==> src/rtl/lmon_pkg.sv <==
package lmon_pkg;
  // encoding is {dp, dm} after synchronization
  typedef enum logic [1:0] {
    LS_SE0 = 2'b00,
    LS_J   = 2'b01,
    LS_K   = 2'b10,
    LS_SE1 = 2'b11
  } line_t;
endpackage

==> src/rtl/lmon_sync.sv <==
module lmon_sync
  import lmon_pkg::*;
#(
  parameter int STAGES = 2
) (
  input  logic  clk,
  input  logic  rst_n,
  input  logic  dp_in,
  input  logic  dm_in,
  output line_t line_st
);
  logic [STAGES-1:0] dp_q, dm_q;
  logic [STAGES-1:0] dp_d, dm_d;

  always_comb begin
    dp_d = {dp_q[STAGES-2:0], dp_in};
    dm_d = {dm_q[STAGES-2:0], dm_in};
  end

  // reset to idle J so no event is seen at reset release
  always_ff @(posedge clk or negedge rst_n) begin
    if (!rst_n) begin
      dp_q <= '0;
      dm_q <= '1;
    end else begin
      dp_q <= dp_d;
      dm_q <= dm_d;
    end
  end

  assign line_st = line_t'({dp_q[STAGES-1], dm_q[STAGES-1]});
endmodule

==> src/rtl/lmon_se0_timer.sv <==
module lmon_se0_timer
  import lmon_pkg::*;
#(
  parameter int RST_US = 4
) (
  input  logic  clk,
  input  logic  rst_n,
  input  logic  us_tick,
  input  line_t line_st,
  output logic  eop_pulse,
  output logic  bus_reset,
  output logic  reset_done
);
  localparam int W = $clog2(RST_US + 1);
  localparam logic [W-1:0] LIM = W'(RST_US);

  logic [W-1:0] cnt_q, cnt_d;
  logic         prev_se0_q;
  logic         rst_q, rst_d;
  logic         eop_q, eop_d;
  logic         done_q, done_d;
  logic         is_se0;

  always_comb begin
    is_se0 = (line_st == LS_SE0);
    if (!is_se0)
      cnt_d = '0;
    else if (us_tick && (cnt_q != LIM))
      cnt_d = cnt_q + W'(1);
    else
      cnt_d = cnt_q;
    rst_d  = is_se0 && (cnt_d == LIM);
    eop_d  = prev_se0_q && (line_st == LS_J) && (cnt_q != LIM);
    done_d = rst_q && !is_se0;
  end

  always_ff @(posedge clk or negedge rst_n) begin
    if (!rst_n) begin
      cnt_q      <= '0;
      prev_se0_q <= 1'b0;
      rst_q      <= 1'b0;
      eop_q      <= 1'b0;
      done_q     <= 1'b0;
    end else begin
      cnt_q      <= cnt_d;
      prev_se0_q <= is_se0;
      rst_q      <= rst_d;
      eop_q      <= eop_d;
      done_q     <= done_d;
    end
  end

  assign eop_pulse  = eop_q;
  assign bus_reset  = rst_q;
  assign reset_done = done_q;
endmodule

==> src/rtl/lmon_idle_timer.sv <==
module lmon_idle_timer
  import lmon_pkg::*;
#(
  parameter int SUSP_US = 3000
) (
  input  logic  clk,
  input  logic  rst_n,
  input  logic  us_tick,
  input  line_t line_st,
  input  logic  eop_seen,
  output logic  suspend_req
);
  localparam int W = $clog2(SUSP_US + 1);
  localparam logic [W-1:0] LIM = W'(SUSP_US);

  logic [W-1:0] cnt_q, cnt_d;
  logic         susp_q, susp_d;
  logic         is_j;

  always_comb begin
    is_j = (line_st == LS_J);
    if (!is_j || eop_seen)
      cnt_d = '0;
    else if (us_tick && (cnt_q != LIM))
      cnt_d = cnt_q + W'(1);
    else
      cnt_d = cnt_q;
    susp_d = is_j && (cnt_d == LIM);
  end

  always_ff @(posedge clk or negedge rst_n) begin
    if (!rst_n) begin
      cnt_q  <= '0;
      susp_q <= 1'b0;
    end else begin
      cnt_q  <= cnt_d;
      susp_q <= susp_d;
    end
  end

  assign suspend_req = susp_q;
endmodule

==> src/rtl/usb_linemon.sv <==
module usb_linemon
  import lmon_pkg::*;
#(
  parameter int RST_US  = 4,
  parameter int SUSP_US = 3000
) (
  input  logic clk,
  input  logic rst_n,
  input  logic us_tick,
  input  logic dp_in,
  input  logic dm_in,
  output logic eop_pulse,
  output logic bus_reset,
  output logic reset_done,
  output logic suspend_req
);
  line_t line_st;
  logic  eop_w;

  lmon_sync #(.STAGES(2)) u_sync (
    .clk     (clk),
    .rst_n   (rst_n),
    .dp_in   (dp_in),
    .dm_in   (dm_in),
    .line_st (line_st)
  );

  lmon_se0_timer #(.RST_US(RST_US)) u_se0 (
    .clk        (clk),
    .rst_n      (rst_n),
    .us_tick    (us_tick),
    .line_st    (line_st),
    .eop_pulse  (eop_w),
    .bus_reset  (bus_reset),
    .reset_done (reset_done)
  );

  lmon_idle_timer #(.SUSP_US(SUSP_US)) u_idle (
    .clk         (clk),
    .rst_n       (rst_n),
    .us_tick     (us_tick),
    .line_st     (line_st),
    .eop_seen    (eop_w),
    .suspend_req (suspend_req)
  );

  assign eop_pulse = eop_w;
endmodule

==> config.mk <==
export PLATFORM = sky130hd
export DESIGN_NAME = usb_linemon
export DESIGN_NICKNAME = d
export VERILOG_FILES = /design/src/rtl/lmon_pkg.sv /design/src/rtl/lmon_sync.sv /design/src/rtl/lmon_se0_timer.sv /design/src/rtl/lmon_idle_timer.sv /design/src/rtl/usb_linemon.sv
export SDC_FILE = /design/constraint.sdc
export NUM_CORES = 1
export LEC_CHECK = 0
export ABC_AREA = 1
export BUFFER_PORTS_ARGS = -buffer_cell sky130_fd_sc_hd__buf_2
export CORE_MARGIN = 2
export CORE_UTILIZATION = 28
export DETAILED_ROUTE_END_ITERATION = 10
export MAX_ROUTING_LAYER = met4
export PLACE_DENSITY_LB_ADDON = 0.25
export SLEW_MARGIN = 20
export SYNTH_ARGS = -nofsm -noshare
export SYNTH_HDL_FRONTEND = slang
export SYNTH_SLANG_ARGS = --single-unit
==> constraint.sdc <==
create_clock -name clk -period 1.6 [get_ports clk]
set_input_delay 0.32 -clock clk [delete_from_list [all_inputs] [get_ports clk]]
set_output_delay 0.32 -clock clk [all_outputs]
set_load 0.05 [all_outputs]
==> summary.txt <==
GRT
  – All-Layer GR Usage: 10.28%
  – Number of global-route vias before repair: 897
  – Met1 Use GR: 12.68%
  – GR Util met2: 16.61%
  – Busiest layer in global routing: met2
  – Met3 usage: 2.165%
  – Initial antenna violation count: 0
  – Largest net degree at the start of global routing: 25
  – Global route total overflow: 0
  – First-pass GRT wire length: 3.926 mm

Critical path
  – Crit path DAT: 1750 ps
  – Critical setup path kind: reg2reg
  – CP max stage delay: 410 ps
  – CP max FO: 5
  – CP required: 1800 ps
  – Worst path cell trace: ha_2 > nand2_2 > nor2_4 > and2_4 > nand2_1 > nand2_1 > nor2_1 > a21oi_2 > nand3_1 > nor2_1
  – CP startpoint kind: flip-flop
  – Reg-to-reg startpoint: u_idle.cnt_q[0]$_DFF_PN0_
  – Worst r2r dst: u_idle.suspend_req$_DFF_PN0_
  – Worst Setup End Kind: flip-flop
  – R2r setup slk: 40 ps
  – FF-to-FF path depth: 10
  – CP max stage cell: dfrtp_1

Floorplan
  – FP Rows: 23
  – IO Count: 9
  – Die width: 69.91 microns
  – Die span in y: 69.91 microns
  – Die footprint: 4887 sq um
  – Core area: 4086 sq um
  – Starting density of the core: 29.76%

Synth
  – Main synth FF type: dfrtp_1
  – Synthesized area: 1216 sq um
  – Post-synthesis sequential area ratio: 49.59%
  – YS warnings: 0
  – Synth Instances: 145
  – Synth top area share: 45.27%
  – Count leader, synth: inv_1
  – FF+latch count, synth: 24
  – Synth Area per Inst: 8.387 sq um
  – Syn nets: 154
  – Number of flops mapped to enable cells by yosys: 0
  – Synth top cells by count: 26 x inv_1, 24 x nand2_1, 22 x dfrtp_1, 20 x nor2_1, 15 x nand3_1
  – Async SR Flop Fraction: 100.0%
  – Area leader, netlist: dfrtp_1
  – Netlist cell types: 27
  – Largest cells by area after synthesis: dfrtp_1 45%, inv_1 8.0%, nand2_1 7.4%, nand3_1 6.2%, nor2_1 6.2%

Route
  – Via density: 4.362
  – # DRC: 0
  – Routed via count: 929
  – Avg WL per Cell: 10.75 microns
  – Wirelength, routed: 2.289 mm
  – 1st-pass router iterations: 4
  – Routed Antenna Nets: 0
  – Initial DRC Count: 106

CTS
  – Clock Latency Late Sink: 260 ps
  – CTS buffer count: 3
  – CTS tree: yes
  – Htree depth: 1
  – Number of clock sinks: 24
  – Root Buffer: clkbuf_8
  – Clock-pin slew on the worst setup and hold paths: 80 ps
  – Hold_buf cts: 0
  – Clk buf depth: 2

Flow run
  – MaxCap Viol Count: 0

Final layout
  – Nets: 173
  – Layout cell share with drive strength beyond 1: 26.38%
  – Ant diodes: 0
  – Area grow syn2layout: 21.09%

Timing
  – Fin Setup TNS: 0 ps
  – RSZ-0062 raised after global routing: true
  – Maximum clock rate: 642.6 MHz
  – Period utilization: 97.26%
  – Worst Skew: 4.198 ps
  – Tmin final: 1556 ps
  – Worst-Margin Slew: 523.3 ps
  – Worst setup margin: 43.77 ps
  – Final Hold Viols: 0
  – Fin Hold WS: 27.46 ps
  – Max-slew headroom: 65.11%
  – Final Setup Violations: 0
  – Fin. max-slew vios: 0

Status
  – Status: complete, no violations

Power and ir drop
  – Pwr dens: 828.2 nW/um^2
  – Tot Pwr: 1.220 mW
  – VDD IR max: 344.0 uV
  – Leakage: 0.7206 nW

Placed design
  – Worst slack, placed: 8.180 ps
  – Gpl congestion: 0.8009
  – Port bufs: 8
  – DP HPWL: 1.757 mm

Worst hold path
  – Path category of the worst min-delay check: in2async
[placed cells by master, fill, tap and decap left out, drive strengths merged, types with 2 or more instances in the layout]
cell and count:
nand4 2, and2 2, clkbuf 3, ha 4, inv 27, o21ai 5, dfstp 2, nor3 3
a21oi 5, o21bai 2, nand2 25, nand3 16, dfrtp 22, nor2 26, buf 15
[flip-flops by register name (all words and copies together), names as in the netlist]
register            count
u_se0.bus_reset         1
u_idle.cnt_q           12
u_sync.dp_q             2
u_se0.eop_pulse         1
u_idle.suspend_req      1
u_se0.reset_done        1
u_se0.prev_se0_q        1
u_sync.dm_q             2
u_se0.cnt_q             3
[report_power, final]
group / internal (mW) / total (mW) / switching (mW) / leakage (nW)
clock network: 0.334 / 0.516 / 0.182 / 0.0357
logic: 0.0263 / 0.0776 / 0.0512 / 0.364
registers: 0.619 / 0.626 / 0.00668 / 0.321
total: 0.980 / 1.22 / 0.240 / 0.721
[cell type report]
cell class | instances | area, sq um
clock inverters | 1 | 30.03
inverters | 27 | 101.3
flip-flops and latches | 24 | 603.1
clock buffers | 3 | 41.29
well taps | 50 | 62.56
multi-input cells | 93 | 538.0
repair buffers | 15 | 96.34
fillers | 422 | 2614
[cells by family (layout without fill, tap and decap cells)]
kind of cell	after synthesis	in the layout	synth area share, %
and+or+nand+nor	75	75	30.04
buffers and inverters	28	46	8.950
DFF	24	24	49.59
AOI/OAI and AO/OA	13	13	6.584
adders and majority gates	4	4	4.115
xor gates and xnor gates	1	1	0.7203
[worst max-delay path: cells and delay by family, from the launching register on]
kind	cells	cell delay, ps
simple gates	8	760
flops	1	410
fa+ha+maj	1	210
compound gates	1	110
[through the flow]
| step | std cells | area, sq um | utilization (%) |
|---|---|---|---|
| 3_5_place_dp | 203 | 1319 | 32.27 |
| 2_1_floorplan | 145 | 1216 | - |
| 3_3_place_gp | 203 | 1319 | 32.27 |
| 5_1_grt | 213 | 1473 | 36.04 |
| 6_report | 213 | 1473 | 36.04 |
| 4_1_cts | 207 | 1393 | 34.08 |
[routing by layer]
metal	wire length, microns	vias up
li1	-	485
met2	1135	9
met3	55	2
met5	0	-
met1	1080	433
met4	17	0
[repair_timing]
action,4_1_cts,5_1_grt
resized for setup,2,8
endpoints found under the setup margin,1,2
gates cloned,0,0
setup buffers,0,6
pin swaps,2,4
[worst max path at each step]
stage / start / to / slack, ps / cells past startpoint
3_5_place_dp: u_idle.cnt_q[0]$_DFF_PN0_ / u_idle.suspend_req$_DFF_PN0_ / 8 / 10
3_3_place_gp: u_idle.cnt_q[0]$_DFF_PN0_ / u_idle.suspend_req$_DFF_PN0_ / 20 / 10
2_1_floorplan: u_se0.eop_pulse$_DFF_PN0_ / u_idle.suspend_req$_DFF_PN0_ / 150 / 8
5_1_grt: u_idle.cnt_q[0]$_DFF_PN0_ / u_idle.suspend_req$_DFF_PN0_ / -130 / 12
4_1_cts: u_idle.cnt_q[0]$_DFF_PN0_ / u_idle.suspend_req$_DFF_PN0_ / 10 / 10
6_report: u_idle.cnt_q[0]$_DFF_PN0_ / u_idle.suspend_req$_DFF_PN0_ / 40 / 10
Note: power is estimated with default switching activity, not from simulation.
